File: src/rtl/tape_rim_pkg.sv
package tape_rim_pkg;

  // Default geometry of a tape character and of a loaded word
  parameter int unsigned DEF_CHAR_W = 8;
  parameter int unsigned DEF_SEG_W  = 6;

  // Which half of a word the next kept character supplies
  typedef enum logic {
    PH_HEAD = 1'b0,
    PH_TAIL = 1'b1
  } pair_phase_e;

endpackage

File: src/rtl/tape_rst_sync.sv
module tape_rst_sync #(
  parameter int unsigned STAGES = 2
) (
  input  logic clk,
  input  logic rst_n,
  output logic rst_sync_n
);

  logic [STAGES-1:0] chain_q;

  always_ff @(posedge clk or negedge rst_n) begin
    if (!rst_n) begin
      chain_q <= '0;
    end else begin
      chain_q <= {chain_q[STAGES-2:0], 1'b1};
    end
  end

  assign rst_sync_n = chain_q[STAGES-1];

endmodule

File: src/rtl/tape_char_class.sv
module tape_char_class #(
  parameter int unsigned CHAR_W = tape_rim_pkg::DEF_CHAR_W,
  parameter int unsigned SEG_W  = tape_rim_pkg::DEF_SEG_W
) (
  input  logic              in_valid,
  input  logic [CHAR_W-1:0] in_char,
  output logic              keep,
  output logic              marker,
  output logic [SEG_W-1:0]  payload
);

  localparam int unsigned DROP_BIT = CHAR_W - 1;
  localparam int unsigned MARK_BIT = SEG_W;

  // The drop bit must sit above the marker bit
  generate
    if (DROP_BIT <= MARK_BIT) begin : g_bad_geometry
      initial $error("tape_char_class: CHAR_W must exceed SEG_W + 1");
    end
  endgenerate

  always_comb begin
    keep    = in_valid && !in_char[DROP_BIT];
    marker  = in_char[MARK_BIT];
    payload = in_char[SEG_W-1:0];
  end

endmodule

File: src/rtl/tape_pair_join.sv
module tape_pair_join #(
  parameter int unsigned SEG_W = tape_rim_pkg::DEF_SEG_W
) (
  input  logic                 clk,
  input  logic                 rst_n,
  input  logic                 keep,
  input  logic                 marker,
  input  logic [SEG_W-1:0]     payload,
  output logic                 word_stb,
  output logic                 word_is_addr,
  output logic [2*SEG_W-1:0]   word
);

  import tape_rim_pkg::*;

  pair_phase_e      phase_q, phase_d;
  logic [SEG_W-1:0] hi_q, hi_d;
  logic             mark_q, mark_d;
  logic             head_en;

  // Next-state logic
  always_comb begin
    phase_d      = phase_q;
    hi_d         = hi_q;
    mark_d       = mark_q;
    head_en      = 1'b0;
    word_stb     = 1'b0;
    word_is_addr = mark_q;
    word         = {hi_q, payload};
    if (keep) begin
      if (phase_q == PH_HEAD) begin
        head_en = 1'b1;
        hi_d    = payload;
        mark_d  = marker;
        phase_d = PH_TAIL;
      end else begin
        word_stb = 1'b1;
        phase_d  = PH_HEAD;
      end
    end
  end

  // State registers
  always_ff @(posedge clk or negedge rst_n) begin
    if (!rst_n) begin
      phase_q <= PH_HEAD;
    end else if (keep) begin
      phase_q <= phase_d;
    end
  end

  always_ff @(posedge clk or negedge rst_n) begin
    if (!rst_n) begin
      hi_q   <= '0;
      mark_q <= 1'b0;
    end else if (head_en) begin
      hi_q   <= hi_d;
      mark_q <= mark_d;
    end
  end

endmodule

File: src/rtl/tape_load_unit.sv
module tape_load_unit #(
  parameter int unsigned WORD_W = 2 * tape_rim_pkg::DEF_SEG_W
) (
  input  logic              clk,
  input  logic              rst_n,
  input  logic              word_stb,
  input  logic              word_is_addr,
  input  logic [WORD_W-1:0] word,
  output logic              wr_en,
  output logic [WORD_W-1:0] wr_addr,
  output logic [WORD_W-1:0] wr_data,
  output logic              last_was_addr
);

  logic [WORD_W-1:0] addr_q, addr_d;
  logic              flag_q, flag_d;
  logic              wen_q, wen_d;
  logic [WORD_W-1:0] waddr_q, waddr_d;
  logic [WORD_W-1:0] wdata_q, wdata_d;
  logic              data_en;

  // Next-state logic
  always_comb begin
    addr_d  = addr_q;
    flag_d  = flag_q;
    wen_d   = 1'b0;
    waddr_d = waddr_q;
    wdata_d = wdata_q;
    data_en = 1'b0;
    if (word_stb) begin
      if (word_is_addr) begin
        addr_d = word;
        flag_d = 1'b1;
      end else begin
        data_en = 1'b1;
        wen_d   = 1'b1;
        waddr_d = addr_q;
        wdata_d = word;
        addr_d  = '0;
        flag_d  = 1'b0;
      end
    end
  end

  // Held address and status, enabled per completed word
  always_ff @(posedge clk or negedge rst_n) begin
    if (!rst_n) begin
      addr_q <= '0;
      flag_q <= 1'b0;
    end else if (word_stb) begin
      addr_q <= addr_d;
      flag_q <= flag_d;
    end
  end

  // Strobe register, free running so the pulse ends by itself
  always_ff @(posedge clk or negedge rst_n) begin
    if (!rst_n) begin
      wen_q <= 1'b0;
    end else begin
      wen_q <= wen_d;
    end
  end

  // Write payload, enabled only on data words
  always_ff @(posedge clk or negedge rst_n) begin
    if (!rst_n) begin
      waddr_q <= '0;
      wdata_q <= '0;
    end else if (data_en) begin
      waddr_q <= waddr_d;
      wdata_q <= wdata_d;
    end
  end

  assign wr_en         = wen_q;
  assign wr_addr       = waddr_q;
  assign wr_data       = wdata_q;
  assign last_was_addr = flag_q;

endmodule

File: src/rtl/tape_rim_decoder.sv
module tape_rim_decoder #(
  parameter int unsigned CHAR_W = tape_rim_pkg::DEF_CHAR_W,
  parameter int unsigned SEG_W  = tape_rim_pkg::DEF_SEG_W,
  parameter int unsigned WORD_W = 2 * SEG_W
) (
  input  logic              clk,
  input  logic              rst_n,
  input  logic              char_valid,
  input  logic [CHAR_W-1:0] char_data,
  output logic              char_ready,
  output logic              wr_en,
  output logic [WORD_W-1:0] wr_addr,
  output logic [WORD_W-1:0] wr_data,
  output logic              last_was_addr
);

  logic              rst_sync_n;
  logic              keep;
  logic              marker;
  logic [SEG_W-1:0]  payload;
  logic              word_stb;
  logic              word_is_addr;
  logic [WORD_W-1:0] word;

  tape_rst_sync #(.STAGES(2)) u_rst (
    .clk        (clk),
    .rst_n      (rst_n),
    .rst_sync_n (rst_sync_n)
  );

  tape_char_class #(.CHAR_W(CHAR_W), .SEG_W(SEG_W)) u_class (
    .in_valid (char_valid),
    .in_char  (char_data),
    .keep     (keep),
    .marker   (marker),
    .payload  (payload)
  );

  tape_pair_join #(.SEG_W(SEG_W)) u_join (
    .clk          (clk),
    .rst_n        (rst_sync_n),
    .keep         (keep),
    .marker       (marker),
    .payload      (payload),
    .word_stb     (word_stb),
    .word_is_addr (word_is_addr),
    .word         (word)
  );

  tape_load_unit #(.WORD_W(WORD_W)) u_load (
    .clk           (clk),
    .rst_n         (rst_sync_n),
    .word_stb      (word_stb),
    .word_is_addr  (word_is_addr),
    .word          (word),
    .wr_en         (wr_en),
    .wr_addr       (wr_addr),
    .wr_data       (wr_data),
    .last_was_addr (last_was_addr)
  );

  // No backpressure toward the reader
  assign char_ready = 1'b1;

endmodule

File: config.mk
export PLATFORM = sky130hd
export DESIGN_NAME = tape_rim_decoder
export DESIGN_NICKNAME = d
export VERILOG_FILES = /design/src/rtl/tape_rim_pkg.sv /design/src/rtl/tape_rst_sync.sv /design/src/rtl/tape_char_class.sv /design/src/rtl/tape_pair_join.sv /design/src/rtl/tape_load_unit.sv /design/src/rtl/tape_rim_decoder.sv
export SDC_FILE = /design/constraint.sdc
export NUM_CORES = 1
export LEC_CHECK = 0
export BUFFER_PORTS_ARGS = -buffer_cell sky130_fd_sc_hd__buf_4
export CELL_PAD_IN_SITES_DETAIL_PLACEMENT = 0
export CELL_PAD_IN_SITES_GLOBAL_PLACEMENT = 1
export CORE_AREA = 2 2 76 78
export CTS_BUF_LIST = sky130_fd_sc_hd__clkbuf_16
export DETAILED_ROUTE_END_ITERATION = 7
export DIE_AREA = 0 0 78 80
export PLACE_DENSITY = 0.7
export SLEW_MARGIN = 10
export SYNTH_ARGS = -nofsm -noshare
export SYNTH_HDL_FRONTEND = slang
export SYNTH_HIERARCHICAL = 1
export SYNTH_SLANG_ARGS = --single-unit
File: constraint.sdc
create_clock -name clk -period 3.36 [get_ports clk]
set_input_delay 0.84 -clock clk [delete_from_list [all_inputs] [get_ports clk]]
set_output_delay 0.84 -clock clk [all_outputs]
set_load 0.01 [all_outputs]
==> run_results.csv, run 1 <==
group,metric,value,unit
run_status,run_status,"finished, final reports clean",
global_route,first_global_vias,1120,
floorplan,rows,27,
clock_network,h-tree-depth,2,
clock_network,cts_root_buffer,"clkbuf_16",
layout,n_fill_cell,520,
clock_network,cts_buffers,5,
power_and_ir_drop,finalPower,2.168,mW
timing,worst_pin_slew,0.9696,ns
routing,drt_iter0_drc,69,
global_route,grt_overflow,0,
synthesis,ys_ff_latch,48,
timing,fin_skew,0.003907,ns
timing,fin_crit_sh,63.45,%
clock_network,postCtsSetupRepairBufs,0,
synthesis,yosys-mux-area-fraction,22.03,%
clock_network,cts_tree,"yes",
routing,first_pass_iters,4,
routing,wirelength,3.264,mm
timing,period_needed,2.132,ns
synthesis,synth_xor_area_share,0.4214,%
critical_path,critPathSlowestCell,"and2_2",
floorplan,pin_count,38,
synthesis,synth_adder_area_share,0,%
layout,final_area,2391,µm²
critical_path,crit_fanout,26,
synthesis,async_flop_share,100.0,%
critical_path,worst-setup-path-type,"in2reg",
timing,rsz0062_at_grt,"no",
clock_network,post_cts_resized,0,
clock_network,insertion_delay,0.28,ns
global_route,grt_pass1_wl,5.513,mm
routing,ant_nets,0,
floorplan,start_util,38.45,%
synthesis,synth.cell_area,2078,µm²
power_and_ir_drop,power-per-cell-area,906.7,nW/µm²
synthesis,syn_area_per_cell,14.23,µm²
floorplan,die_area,6240,µm²
power_and_ir_drop,vdd_drop_max,363.3,µV
global_route,grt_busiest_layer,"met2",
routing,num_vias,1074,
synthesis,synth_cell_type_count,16,
synthesis,yosysWarnings,6,
timing,max_freq,469.1,MHz
synthesis,yosysMostFrequentCell,"dfrtp_1",
place,dp_hpwl,2.187,mm
synthesis,yosys.area.top_type,"dfrtp_1",
critical_path,critPathTopFamily,"simple AND/OR/NAND/NOR gates",
critical_path,crit_path_max_incr_delay,0.44,ns
timing,whs,0.3291,ns
floorplan,die_h,80,µm
clock_network,cts_buffer_depth,2,
floorplan,design.core.area,5405,µm²
synthesis,synth_common_cells,"dfrtp_1, mux2_4, buf_4",
floorplan,die_w,78,µm
global_route,grt_antenna_before_repair,0,
timing,setup_viol,0,
global_route,use_met3,3.394,%
layout,post-route-util,44.24,%
timing,tns,0,ns
place,preCtsSetupSlack,0.9398,ns
clock_network,cts.sink_count,48,
layout,final_nets,178,
global_route,use_met1,15.25,%
power_and_ir_drop,p_leak,1.203,nW
timing,slew_violations,0,
synthesis,ys_top_cells_by_area,"dfrtp_1, mux2_4, buf_4, mux2_2, nand3_1",
clock_network,clkSlewWorstSetupHoldPaths,0.06,ns
layout,area_growth,15.05,%
critical_path,worst-endpoint-arrival,2.29,ns
place,placed_cells,232,
global_route,grt_max_degree,47,
routing,drc,0,
place,dpl_cell_area,2255,µm²
timing,hold_viol_final,0,
critical_path,crit_path_start_kind,"primary input",
layout,layout-drive-gt1-share,46.43,%
global_route,met2_usage,17.41,%
synthesis,synth-edff-count,0,
critical_path,path_buf_inv,1,
synthesis,syn_inst,146,
synthesis,synth_top_cell_area_share,57.80,%
timing,timing.final.ws_setup,1.228,ns
run,drv_cap,0,
clock_network,cts-hold-fix-buffers,0,
synthesis,synth-compound-area-share,2.890,%
synthesis,synth_top_family_by_area,"multiplexers",
critical_path,crit_path_cell_trace,"buf_4 -> nor2b_4 -> and2_2 -> nand2b_4 -> mux2_4",
place,routabilityCongestion,0.7448,
synthesis,ys.flop_type,"dfrtp_1",
layout,n_antenna_cell,0,
global_route,grt_usage,11.44,%
synthesis,yosys.area_share.simple,5.238,%
timing,max_slew_margin,35.36,%
critical_path,reg2reg_slack,1.61,ns
routing,wl_per_cell,13.60,µm
synthesis,syn_nets,157,
routing,vias_per_cell,4.475,
min_path,worstHoldPathType,"in2async",
critical_path,critPathRequiredTime,3.52,ns
critical_path,endpoint_kind,"register",
place,port_buffers,36,
synthesis,synth-seq-area-share,57.80,%
layout,final_cells,240,
-- registers in the layout, indices dropped and copies added (netlist names) --
name                  flops
u_load/last_was_addr      1
u_load/wr_addr           12
u_rst/chain_q             2
u_load/wr_data           12
u_join/phase_q            1
u_join/hi_q               6
u_load/addr_q            12
u_join/word_is_addr       1
u_load/wr_en              1
-- cells in the final DEF (no fill, tap or decap) --
cell       Yosys  routed
and2_2         1       1
buf_4         14      36
clkbuf_16      0       5
clkinv_1       0       1
conb_1         2       2
dfrtp_1       48      47
dfrtp_2        0       1
inv_1         13      15
mux2_2         6       6
mux2_4        26      26
nand2b_4       1       1
nand3_1       12      12
nor2b_4        2       2
o21ai_0       12      12
xor2_1         1       1
-- routing by layer --
layer  up-vias  wire length [µm]
met5         -                 0
met4         0                42
met3         5               183
met2        31              1526
met1       533              1513
li1        505                 -
-- logic make-up after synthesis --
kind of cell / count (synthesis)
buffers and inverters: 35
and+or+nand+nor: 16
AOI/OAI and AO/OA: 12
muxes: 32
other: 2
xor gates and xnor gates: 1
DFF: 48
-- area by class of cell --
class / count / area (µm²) / area share [%]
Timing Repair Buffer: 36 / 270.3 / 11.30
Clock buffer: 5 / 125.1 / 5.233
Sequential cell: 48 / 1202 / 50.29
Clock inverter: 3 / 11.26 / 0.4710
Multi-Input combinational cell: 63 / 643.1 / 26.90
Inverter: 13 / 48.80 / 2.041
Tap cell: 72 / 90.09 / 3.768
-- report_power, final --
group | switching, mW | internal [mW]
Combinational | 0.245 | 0.455
Sequential | 0.191 | 0.826
Clock | 0.184 | 0.267
Total | 0.620 | 1.55
-- worst paths after layout --
kind | from | endpoint | depth (start not counted)
worst max-delay path | char_data[7] | u_load/wr_addr[6]$_DFFE_PN0P_ | 5
worst min-delay path | rst_n | u_rst/chain_q[1]$_DFF_PN0_ | 1
worst max register to register | u_join/phase_q$_DFFE_PN0P_ | u_load/wr_addr[6]$_DFFE_PN0P_ | 3
worst min register to register | u_rst/chain_q[0]$_DFF_PN0_ | u_rst/chain_q[1]$_DFF_PN0_ | 0
max in group asynchronous | u_rst/chain_q[1]$_DFF_PN0_ | u_load/wr_en$_DFF_PN0_ | 0
min in group clk | u_rst/chain_q[0]$_DFF_PN0_ | u_rst/chain_q[1]$_DFF_PN0_ | 0
(Power assumes the default switching activity.)
==> run 2, diff against run 1 <==
clock period = 2 ns   (was 3.36 ns; I/O delays follow)
==> run_results.csv, run 2 (synthesis gave the netlist of run 1 again) <==
group,metric,value,unit
clock_network,cts.sink_count,48,
routing,dr_wl_met2,1.587,mm
min_path,worstHoldPathType,"reg2async",
run_status,run_status,"finished, final reports clean",
routing,top_layer,"met4",
floorplan,start_util,38.45,%
layout,final_area,2459,µm²
global_route,grt_antenna_before_repair,0,
clock_network,postCtsSetupRepairBufs,0,
floorplan,die_h,80,µm
clock_network,cts_buffer_depth,2,
power_and_ir_drop,p_leak,1.238,nW
routing,wirelength,3.357,mm
timing,hold_viol_final,0,
critical_path,crit_path_start_kind,"primary input",
clock_network,post_cts_resized,0,
routing,first_pass_iters,4,
critical_path,crit_fanout,25,
timing,fin_crit_sh,76.59,%
layout,final_cell_mix,"dfrtp_1, buf_4, mux2_4",
clock_network,insertion_delay,0.28,ns
place,port_buffers,36,
routing,vias_per_cell,4.371,
timing,timing.final.ws_setup,0.4682,ns
floorplan,die_w,78,µm
place,dpl_cell_area,2285,µm²
global_route,first_global_vias,1206,
power_and_ir_drop,power-per-cell-area,1552,nW/µm²
global_route,grt_max_degree,37,
global_route,grt_usage,12.39,%
floorplan,pin_count,38,
global_route,grt_pass1_wl,5.885,mm
timing,max_slew_margin,49.94,%
floorplan,die_area,6240,µm²
floorplan,rows,27,
critical_path,worst-setup-path-type,"in2reg",
power_and_ir_drop,vdd_drop_max,546.5,µV
routing,drc,0,
timing,period_needed,1.532,ns
run,drv_cap,0,
floorplan,design.core.area,5405,µm²
timing,slew_violations,0,
critical_path,critPathRequiredTime,2.16,ns
routing,wl_met3,174,µm
clock_network,cts_tree,"yes",
routing,ant_nets,0,
place,routabilityCongestion,0.7111,
timing,setup_viol,0,
clock_network,cts_buffers,5,
place,placed_cells,236,
clock_network,cts_root_buffer,"clkbuf_16",
layout,post-route-util,45.49,%
place,dp_hpwl,2.338,mm
layout,layout-drive-gt1-share,48.55,%
layout,n_antenna_cell,0,
timing,tns,0,ns
routing,wl_met1,1.545,mm
timing,max_freq,652.8,MHz
place,preCtsSetupSlack,0.1587,ns
timing,fin_skew,0.005292,ns
layout,area_growth,18.30,%
critical_path,endpoint_kind,"register",
global_route,grt_overflow,0,
clock_network,clkSlewWorstSetupHoldPaths,0.06,ns
timing,worst_pin_slew,0.7510,ns
layout,final_common_cell,"dfrtp_1",
critical_path,worst-endpoint-arrival,1.70,ns
routing,drt_iter0_drc,54,
routing,num_vias,1071,
critical_path,reg2regPathDepth,3,
clock_network,h-tree-depth,2,
timing,rsz0062_at_grt,"no",
layout,final_cells,245,
layout,final_nets,183,
routing,wl_per_cell,13.70,µm
## run 2: cell type report
class	count	area, µm²
Fill cell	503	2947
Sequential cell	48	1202
Multi-Input combinational cell	63	643.1
Timing Repair Buffer	41	310.3
Clock buffer	5	125.1
Tap cell	72	90.09
Inverter	13	48.80
Clock inverter	3	38.79
## run 2: metrics by stage
stage	hold slack (ns)	total power [mW]
floorplan	0.2044	2.442
global placement	0.2821	2.897
detailed placement	0.2858	2.951
CTS	0.3499	3.875
global route	0.3554	4.060
finish	0.3424	3.817
## run 2: where the power goes
part           switching (mW)  total (mW)  leakage (nW)  internal (mW)
Combinational           0.465        1.25         0.554          0.784
Clock                   0.320       0.902        0.0850          0.582
Sequential              0.278        1.67         0.598           1.39
Total                    1.06        3.82          1.24           2.75
## run 2: worst max-delay path, cell delays in order
cell and delay (ns):
buf_4 0.11, nor2b_4 0.12, and2_2 0.21, nand2b_4 0.36
mux2_2 0.40
## run 2: layer usage
metal  track usage [%]  vias up
met5                 0        -
met1             15.25      520
met4             4.211        0
met2             20.34       31
met3             4.299        6
li1                  -      514
## run 2: path summary, 6_finish.rpt
path / start / endpoint / slack [ns]
max: char_valid / u_load/wr_data[1]$_DFFE_PN0P_ / 0.47
min: u_rst/chain_q[1]$_DFF_PN0_ / u_load/wr_addr[3]$_DFFE_PN0P_ / 0.34
max reg2reg: u_join/phase_q$_DFFE_PN0P_ / u_load/wr_data[1]$_DFFE_PN0P_ / 0.48
min reg2reg: u_rst/chain_q[1]$_DFF_PN0_ / u_load/wr_addr[3]$_DFFE_PN0P_ / 0.34
max in group asynchronous: u_rst/chain_q[1]$_DFF_PN0_ / u_join/hi_q[5]$_DFFE_PN0P_ / 1.07
min in group clk: u_rst/chain_q[0]$_DFF_PN0_ / u_rst/chain_q[1]$_DFF_PN0_ / 0.35
## run 2: repair_timing
| action | CTS | global route |
|---|---|---|
| endpoints found under the setup margin | 0 | 0 |
| endpoints found under the hold margin | 2 | 0 |
| hold buffers | 1 | 0 |
